**config.mk**
```make
export PLATFORM = sky130hd
export DESIGN_NAME = fb_blit_engine
export DESIGN_NICKNAME = d
export VERILOG_FILES = /design/src/rtl/fb_blit_pkg.sv /design/src/rtl/fb_blit_regs.sv /design/src/rtl/fb_blit_seq.sv /design/src/rtl/fb_blit_dirty.sv /design/src/rtl/fb_blit_engine.sv
export SDC_FILE = /design/constraint.sdc
export NUM_CORES = 1
export LEC_CHECK = 0
export BUFFER_PORTS_ARGS = -buffer_cell sky130_fd_sc_hd__buf_2
export CAP_MARGIN = 40
export CORE_UTILIZATION = 57
export DETAILED_ROUTE_END_ITERATION = 16
export GPL_TIMING_DRIVEN = 0
export PLACE_DENSITY = 0.86
export SLEW_MARGIN = 5
export SYNTH_ARGS = -nofsm -noshare
export SYNTH_HDL_FRONTEND = slang
export SYNTH_SLANG_ARGS = --single-unit
```
**constraint.sdc**
```tcl
create_clock -name clk -period 6.03 [get_ports clk]
set_input_delay 1.206 -clock clk [delete_from_list [all_inputs] [get_ports clk]]
set_output_delay 1.206 -clock clk [all_outputs]
set_load 0.005 [all_outputs]
```
**src/rtl/fb_blit_pkg.sv**
```systemverilog
package fb_blit_pkg;

  // Address bit that separates a colour load from an operation launch.
  localparam int unsigned CMD_SEL_BIT = 2;
  // Lowest bus address bit that maps to the destination pixel address.
  localparam int unsigned DST_LSB = 3;

  typedef enum logic {
    OP_COPY = 1'b0,
    OP_FILL = 1'b1
  } blit_op_e;

  // A source field with every bit set selects fill; anything else copies.
  function automatic blit_op_e op_from_src(input logic [23:0] src);
    return (&src) ? OP_FILL : OP_COPY;
  endfunction

endpackage

```
**src/rtl/fb_blit_regs.sv**
```systemverilog
module fb_blit_regs
  import fb_blit_pkg::*;
#(
  parameter int unsigned BUS_AW = 24,
  parameter int unsigned DATA_W = 32,
  parameter int unsigned PIX_AW = 20,
  parameter int unsigned PIX_W  = 8,
  parameter int unsigned LEN_W  = 5,
  parameter int unsigned SRC_W  = 24
) (
  input  logic              clk,
  input  logic              rst,
  input  logic              bus_wr,
  input  logic [BUS_AW-1:0] bus_addr,
  input  logic [DATA_W-1:0] bus_wdata,
  input  logic              busy,
  output logic              start,
  output blit_op_e          start_op,
  output logic [PIX_AW-1:0] start_dst,
  output logic [PIX_AW-1:0] start_src,
  output logic [LEN_W-1:0]  start_lenm1,
  output logic [PIX_W-1:0]  hold_colour
);

  localparam int unsigned LEN_LSB = SRC_W;
  localparam int unsigned LEN_MSB = SRC_W + LEN_W - 1;
  localparam int unsigned DST_MSB = DST_LSB + PIX_AW - 1;

  logic             is_cmd;
  logic [SRC_W-1:0] src_field;
  logic             unused_bits;

  assign is_cmd    = bus_addr[CMD_SEL_BIT];
  assign src_field = bus_wdata[SRC_W-1:0];

  // Colour holding register: loaded by every colour write, busy or not.
  always_ff @(posedge clk) begin
    if (rst) begin
      hold_colour <= '0;
    end else if (bus_wr && !is_cmd) begin
      hold_colour <= bus_wdata[PIX_W-1:0];
    end
  end

  // Launch decode: a launch is accepted only while the engine is idle.
  assign start       = bus_wr && is_cmd && !busy;
  assign start_op    = op_from_src(src_field);
  assign start_dst   = bus_addr[DST_MSB:DST_LSB];
  assign start_src   = src_field[PIX_AW-1:0];
  assign start_lenm1 = bus_wdata[LEN_MSB:LEN_LSB];

  assign unused_bits = ^{bus_addr[BUS_AW-1:DST_MSB+1], bus_addr[1:0],
                         bus_wdata[DATA_W-1:LEN_MSB+1]};

endmodule

```
**src/rtl/fb_blit_seq.sv**
```systemverilog
module fb_blit_seq
  import fb_blit_pkg::*;
#(
  parameter int unsigned PIX_AW = 20,
  parameter int unsigned PIX_W  = 8,
  parameter int unsigned LEN_W  = 5
) (
  input  logic              clk,
  input  logic              rst,
  input  logic              start,
  input  blit_op_e          start_op,
  input  logic [PIX_AW-1:0] start_dst,
  input  logic [PIX_AW-1:0] start_src,
  input  logic [LEN_W-1:0]  start_lenm1,
  input  logic [PIX_W-1:0]  start_colour,
  output logic              mem_rd_en,
  output logic [PIX_AW-1:0] mem_raddr,
  input  logic [PIX_W-1:0]  mem_rdata,
  output logic              mem_wr_en,
  output logic [PIX_AW-1:0] mem_waddr,
  output logic [PIX_W-1:0]  mem_wdata,
  output logic              busy,
  output logic              wr_last
);

  logic              rd_en_q;
  logic [PIX_AW-1:0] raddr_q;
  logic [LEN_W-1:0]  rd_rem_q;
  logic              wr_en_q;
  logic [PIX_AW-1:0] waddr_q;
  logic [LEN_W-1:0]  wr_rem_q;
  blit_op_e          op_q;
  logic [PIX_W-1:0]  colour_q;
  logic              fwd_q;
  logic [PIX_W-1:0]  fwd_data_q;
  logic [PIX_W-1:0]  wdata_c;

  // Write data: the latched colour for fill; for copy, the read data, or
  // the forwarded pixel when last cycle's read hit the pixel being written.
  always_comb begin
    if (op_q == OP_FILL) begin
      wdata_c = colour_q;
    end else if (fwd_q) begin
      wdata_c = fwd_data_q;
    end else begin
      wdata_c = mem_rdata;
    end
  end

  always_ff @(posedge clk) begin
    if (rst) begin
      rd_en_q    <= 1'b0;
      raddr_q    <= '0;
      rd_rem_q   <= '0;
      wr_en_q    <= 1'b0;
      waddr_q    <= '0;
      wr_rem_q   <= '0;
      op_q       <= OP_COPY;
      colour_q   <= '0;
      fwd_q      <= 1'b0;
      fwd_data_q <= '0;
    end else begin
      fwd_q      <= rd_en_q && wr_en_q && (raddr_q == waddr_q);
      fwd_data_q <= wdata_c;
      if (start) begin
        op_q     <= start_op;
        colour_q <= start_colour;
        raddr_q  <= start_src;
        rd_rem_q <= start_lenm1;
        rd_en_q  <= (start_op == OP_COPY);
        waddr_q  <= start_dst;
        wr_rem_q <= start_lenm1;
        wr_en_q  <= (start_op == OP_FILL);
      end else begin
        // Read side (copy only): one source pixel per cycle.
        if (rd_en_q) begin
          if (rd_rem_q == '0) begin
            rd_en_q <= 1'b0;
          end else begin
            raddr_q  <= raddr_q + 1'b1;
            rd_rem_q <= rd_rem_q - 1'b1;
          end
        end
        // Write side.
        if (op_q == OP_FILL) begin
          if (wr_en_q) begin
            if (wr_rem_q == '0) begin
              wr_en_q <= 1'b0;
            end else begin
              waddr_q  <= waddr_q + 1'b1;
              wr_rem_q <= wr_rem_q - 1'b1;
            end
          end
        end else begin
          wr_en_q <= rd_en_q;
          if (wr_en_q) begin
            waddr_q <= waddr_q + 1'b1;
          end
        end
      end
    end
  end

  assign mem_rd_en = rd_en_q;
  assign mem_raddr = raddr_q;
  assign mem_wr_en = wr_en_q;
  assign mem_waddr = waddr_q;
  assign mem_wdata = wdata_c;
  assign busy      = rd_en_q || wr_en_q;
  assign wr_last   = wr_en_q && ((op_q == OP_FILL) ? (wr_rem_q == '0) : !rd_en_q);

endmodule

```
**src/rtl/fb_blit_dirty.sv**
```systemverilog
module fb_blit_dirty #(
  parameter int unsigned PIX_AW = 20,
  parameter int unsigned LEN_W  = 5,
  localparam int unsigned CNT_W = LEN_W + 1
) (
  input  logic              clk,
  input  logic              rst,
  input  logic              start,
  input  logic [PIX_AW-1:0] start_dst,
  input  logic [LEN_W-1:0]  start_lenm1,
  input  logic              wr_last,
  output logic              dirty_valid,
  output logic [PIX_AW-1:0] dirty_start,
  output logic [CNT_W-1:0]  dirty_len
);

  logic [PIX_AW-1:0] pend_dst_q;
  logic [CNT_W-1:0]  pend_len_q;

  always_ff @(posedge clk) begin
    if (rst) begin
      pend_dst_q  <= '0;
      pend_len_q  <= '0;
      dirty_valid <= 1'b0;
      dirty_start <= '0;
      dirty_len   <= '0;
    end else begin
      if (start) begin
        pend_dst_q <= start_dst;
        pend_len_q <= CNT_W'(start_lenm1) + 1'b1;
      end
      dirty_valid <= wr_last;
      if (wr_last) begin
        dirty_start <= pend_dst_q;
        dirty_len   <= pend_len_q;
      end
    end
  end

endmodule

```
**src/rtl/fb_blit_engine.sv**
```systemverilog
module fb_blit_engine
  import fb_blit_pkg::*;
#(
  parameter int unsigned BUS_AW = 24,
  parameter int unsigned DATA_W = 32,
  parameter int unsigned PIX_AW = 20,
  parameter int unsigned PIX_W  = 8,
  parameter int unsigned LEN_W  = 5,
  parameter int unsigned SRC_W  = 24,
  localparam int unsigned CNT_W = LEN_W + 1
) (
  input  logic              clk,
  input  logic              rst,
  input  logic              bus_wr,
  input  logic [BUS_AW-1:0] bus_addr,
  input  logic [DATA_W-1:0] bus_wdata,
  output logic [DATA_W-1:0] bus_rdata,
  output logic              busy,
  output logic              mem_rd_en,
  output logic [PIX_AW-1:0] mem_raddr,
  input  logic [PIX_W-1:0]  mem_rdata,
  output logic              mem_wr_en,
  output logic [PIX_AW-1:0] mem_waddr,
  output logic [PIX_W-1:0]  mem_wdata,
  output logic              dirty_valid,
  output logic [PIX_AW-1:0] dirty_start,
  output logic [CNT_W-1:0]  dirty_len
);

  logic              start;
  blit_op_e          start_op;
  logic [PIX_AW-1:0] start_dst;
  logic [PIX_AW-1:0] start_src;
  logic [LEN_W-1:0]  start_lenm1;
  logic [PIX_W-1:0]  hold_colour;
  logic              wr_last;

  assign bus_rdata = '0;

  fb_blit_regs #(
    .BUS_AW(BUS_AW), .DATA_W(DATA_W), .PIX_AW(PIX_AW),
    .PIX_W(PIX_W), .LEN_W(LEN_W), .SRC_W(SRC_W)
  ) u_regs (
    .clk        (clk),
    .rst        (rst),
    .bus_wr     (bus_wr),
    .bus_addr   (bus_addr),
    .bus_wdata  (bus_wdata),
    .busy       (busy),
    .start      (start),
    .start_op   (start_op),
    .start_dst  (start_dst),
    .start_src  (start_src),
    .start_lenm1(start_lenm1),
    .hold_colour(hold_colour)
  );

  fb_blit_seq #(
    .PIX_AW(PIX_AW), .PIX_W(PIX_W), .LEN_W(LEN_W)
  ) u_seq (
    .clk         (clk),
    .rst         (rst),
    .start       (start),
    .start_op    (start_op),
    .start_dst   (start_dst),
    .start_src   (start_src),
    .start_lenm1 (start_lenm1),
    .start_colour(hold_colour),
    .mem_rd_en   (mem_rd_en),
    .mem_raddr   (mem_raddr),
    .mem_rdata   (mem_rdata),
    .mem_wr_en   (mem_wr_en),
    .mem_waddr   (mem_waddr),
    .mem_wdata   (mem_wdata),
    .busy        (busy),
    .wr_last     (wr_last)
  );

  fb_blit_dirty #(
    .PIX_AW(PIX_AW), .LEN_W(LEN_W)
  ) u_dirty (
    .clk        (clk),
    .rst        (rst),
    .start      (start),
    .start_dst  (start_dst),
    .start_lenm1(start_lenm1),
    .wr_last    (wr_last),
    .dirty_valid(dirty_valid),
    .dirty_start(dirty_start),
    .dirty_len  (dirty_len)
  );

endmodule

```
==> metrics.yaml <==
power:
  p_comb_frac: 0.136
  p_leak_nw: 3.22
  p_int_mw: 1.66
  p_per_area_nw_per_um2: 290
  pwr-share-seq: 0.409
  ir_drop_mv: 0.159
  power.net_switching_uw: 674
  totalPowerFinal_mw: 2.34
  p_clk_frac: 0.456
  p_sw_frac: 0.288
clocking:
  post_cts.repair.setup_buffers: 0
  clockBufferDepth: 2
  cts_tree: "yes"
  htree_levels: 4
  clkTransAtPathRegs_ps: 60
  cts_inserted_buffers: 17
  ctsHoldBuffers: 0
  cts_sinks: 131
  clk_latency_ps: 420
  ctsResizeCount: 0
  clockRootBuffer: "clkbuf_16"
grt:
  grt_start_max_net_pins: 17
  groute.usage.overall: 0.362
  overflow: 0
  grt_pass1_vias: 6121
  antenna_found_initial: 0
  grt_pass1_wl_um: 32200
min_path:
  worstHoldPathCells: 2
  hold_start: "u_seq.colour_q[5]$_SDFFE_PP0P_"
  hold_path.class: "flip-flop to flip-flop"
  holdPathEnd: "u_seq.colour_q[5]$_SDFFE_PP0P_"
floorplan:
  core_region_area_um2: 11000
  die-area_um2: 11800
  ios: 177
  placementRows: 38
  die_x_um: 109
  initial_core_util: 0.590
  fp.dieH_um: 109
worst_setup_path:
  crit_fanout: 10
  reg2reg_to: "u_seq.mem_raddr[0]$_SDFFE_PP0P_"
  rr_startpoint: "u_seq.mem_rd_en$_SDFF_PP0_"
  cp.arrival_ps: 2100
  cp-start-kind: "flip-flop"
  r2r_setup_slack_ps: 3460
  crit_path_end_kind: "output port"
  slowest_delay_ps: 430
  r2r_cells: 6
  crit_type: "flip-flop to output port"
  required_ps: 4820
  path_cells: "buf_2 > inv_1 > clkbuf_1 > clkbuf_1 > nand2_1 > buf_2"
  cp_slowest_cell: "clkbuf_1"
outcome:
  status: "completed"
placement:
  gp_congestion: 0.969
  dp_cells: 1108
  port_buffers: 137
  hpwl_um: 14900
  dp_slack_ps: 2970
  place_area_um2: 7460
yosys:
  ys_ff_latch: 131
  synth_flop_cell: "dfxtp_1"
  synth_edf_count: 0
  synth_area_um2: 6480
  synth_area_per_cell_um2: 8.11
  syn_inst: 800
  synth-seq-area-share: 0.404
  yosysUniqueCellTypes: 63
  yosys_warnings: 0
  async_reset_ff_frac: 0
cells_and_area:
  final_cells: 1140
  final_core_util: 0.735
  nets: 1059
  design_area_um2: 8070
  antenna_cells: 0
  areaGrowthSynthToFinish_pct: 24.4
  drive_above_1_share: 0.221
timing:
  hold_ws_ps: 455
  fin_worst_skew_ps: 7.77
  timing.final.ws_setup_ps: 2720
  fmax_mhz: 302
  drv_slew: 0
  finalSetupViolCount: 0
  setup_tns_ps: 0
  timing.final.crit_share: 0.549
  max-slew-margin-rel: 0.455
  finalCriticalPeriod_ps: 3310
  tightest_slew_ps: 815
  hold_viol: 0
  rsz0062_at_grt: "false"
drt:
  dr.pass1.iters: 6
  ant_nets: 0
  routed_wl_um: 21300
  wire_per_inst_um: 18.7
  drt-vias-per-instance: 6.18
  drc_errors: 0
  drt_iter0_drc: 709
  vias: 7040
flow_run:
  maxCapViolations: 0
-- cell usage after synthesis, types with 6 or more instances --
master    instances  area share
and4_1            8       0.011
o211ai_1          6      0.0069
and2_1           18       0.017
a21oi_1          80       0.062
nand4_1          25       0.024
dfxtp_1         131        0.40
buf_1             8      0.0046
xor2_1           10       0.014
buf_2            10      0.0077
o21ai_0          59       0.046
and3_1            8      0.0077
xnor2_1          23       0.031
or3_1             8      0.0077
inv_1             9      0.0052
mux2i_1          18       0.028
nand3_1          50       0.039
a22oi_1           8      0.0093
nor3_1           14       0.011
buf_4            32       0.037
a211oi_1         15       0.017
clkbuf_1         45       0.026
nand2_1         101       0.058
a31oi_1          18       0.017
nor2_1           28       0.016
-- sequential cells by signal, summed over array words and instances (netlist names) --
name,flops
u_seq.colour_q,8
u_seq.fwd_data_q,8
u_seq.mem_raddr,20
u_seq.rd_rem_q,5
u_seq.wr_rem_q,5
u_dirty.pend_dst_q,20
u_seq.mem_wr_en,1
u_seq.mem_waddr,20
u_regs.hold_colour,8
u_seq.mem_rd_en,1
u_dirty.dirty_len,6
u_seq.fwd_q,1
u_dirty.dirty_start,20
u_dirty.pend_len_q,6
u_dirty.dirty_valid,1
u_seq.op_q,1
-- cell usage in the layout, fill, tap and decap left out, drive strengths merged, types with 5 or more instances in the layout --
master and instances:
xnor2 23, ha 5, dfxtp 131, clkinv 5
buf 188, nor2 28, nand2 101, or3 8
a21oi 81, and3 9, inv 16, and2 18
mux2i 18, a211oi 16, xor2 10, o21ai 59
a22oi 8, clkbuf 64, a31oi 18, nor4 5
nand4 25, conb 32, nand3 50, nor3 14
o211ai 6, and4 8
-- area by class of cell --
class	count	area, um^2
multi-input combinational	593	3440
fill	842	2920
buffer	97	505
clock buffer	18	439
inverter	10	37.5
timing repair buffer	137	686
tap	140	175
sequential	131	2620
clock inverter	14	166
-- critical path, delay by kind of cell, from the launching register on --
kind	cells	cell delay [ps]
buffers and inverters	5	1250
AND/OR/NAND/NOR	1	110
flip-flops	1	320
-- layer usage --
metal  wire length [um]  global-route usage
met1               7820               0.460
met2               9470               0.549
met3               2850              0.0968
met4               1130               0.216
met5                  0                   0
-- cells by family after synthesis --
family / after synthesis / synth area share
xor+xnor: 33 / 0.0446
other cells: 1 / 0.000578
fa+ha+maj: 5 / 0.00965
flops: 131 / 0.404
simple gates: 288 / 0.229
buf+inv: 107 / 0.0837
mux: 18 / 0.0278
compound gates: 217 / 0.200
-- how the worst max path moves through the flow --
stage                                     startpoint                                to  cells past startpoint
after floorplan                         mem_rdata[0]                      mem_wdata[0]                      2
after CTS                 u_seq.mem_wr_en$_SDFF_PP0_                              busy                      6
after global routing         u_seq.op_q$_SDFFE_PP0P_                      mem_wdata[7]                      5
after global placement                   bus_addr[2]    u_seq.wr_rem_q[3]$_SDFFE_PP0P_                      6
after detailed placement                 bus_addr[2]  u_seq.mem_waddr[13]$_SDFFE_PP0P_                      6
final                     u_seq.mem_wr_en$_SDFF_PP0_                              busy                      6
-- power groups by stage --
stage               clock network [mW]  logic [mW]  registers [mW]
finish                            1.07       0.317           0.956
global route                      1.09       0.341           0.959
CTS                               1.06       0.307           0.953
detailed placement                   0       0.302           0.971
global placement                     0       0.296           0.970
floorplan                            0       0.191           0.960
No activity file was read; power rests on OpenSTA's default activity.
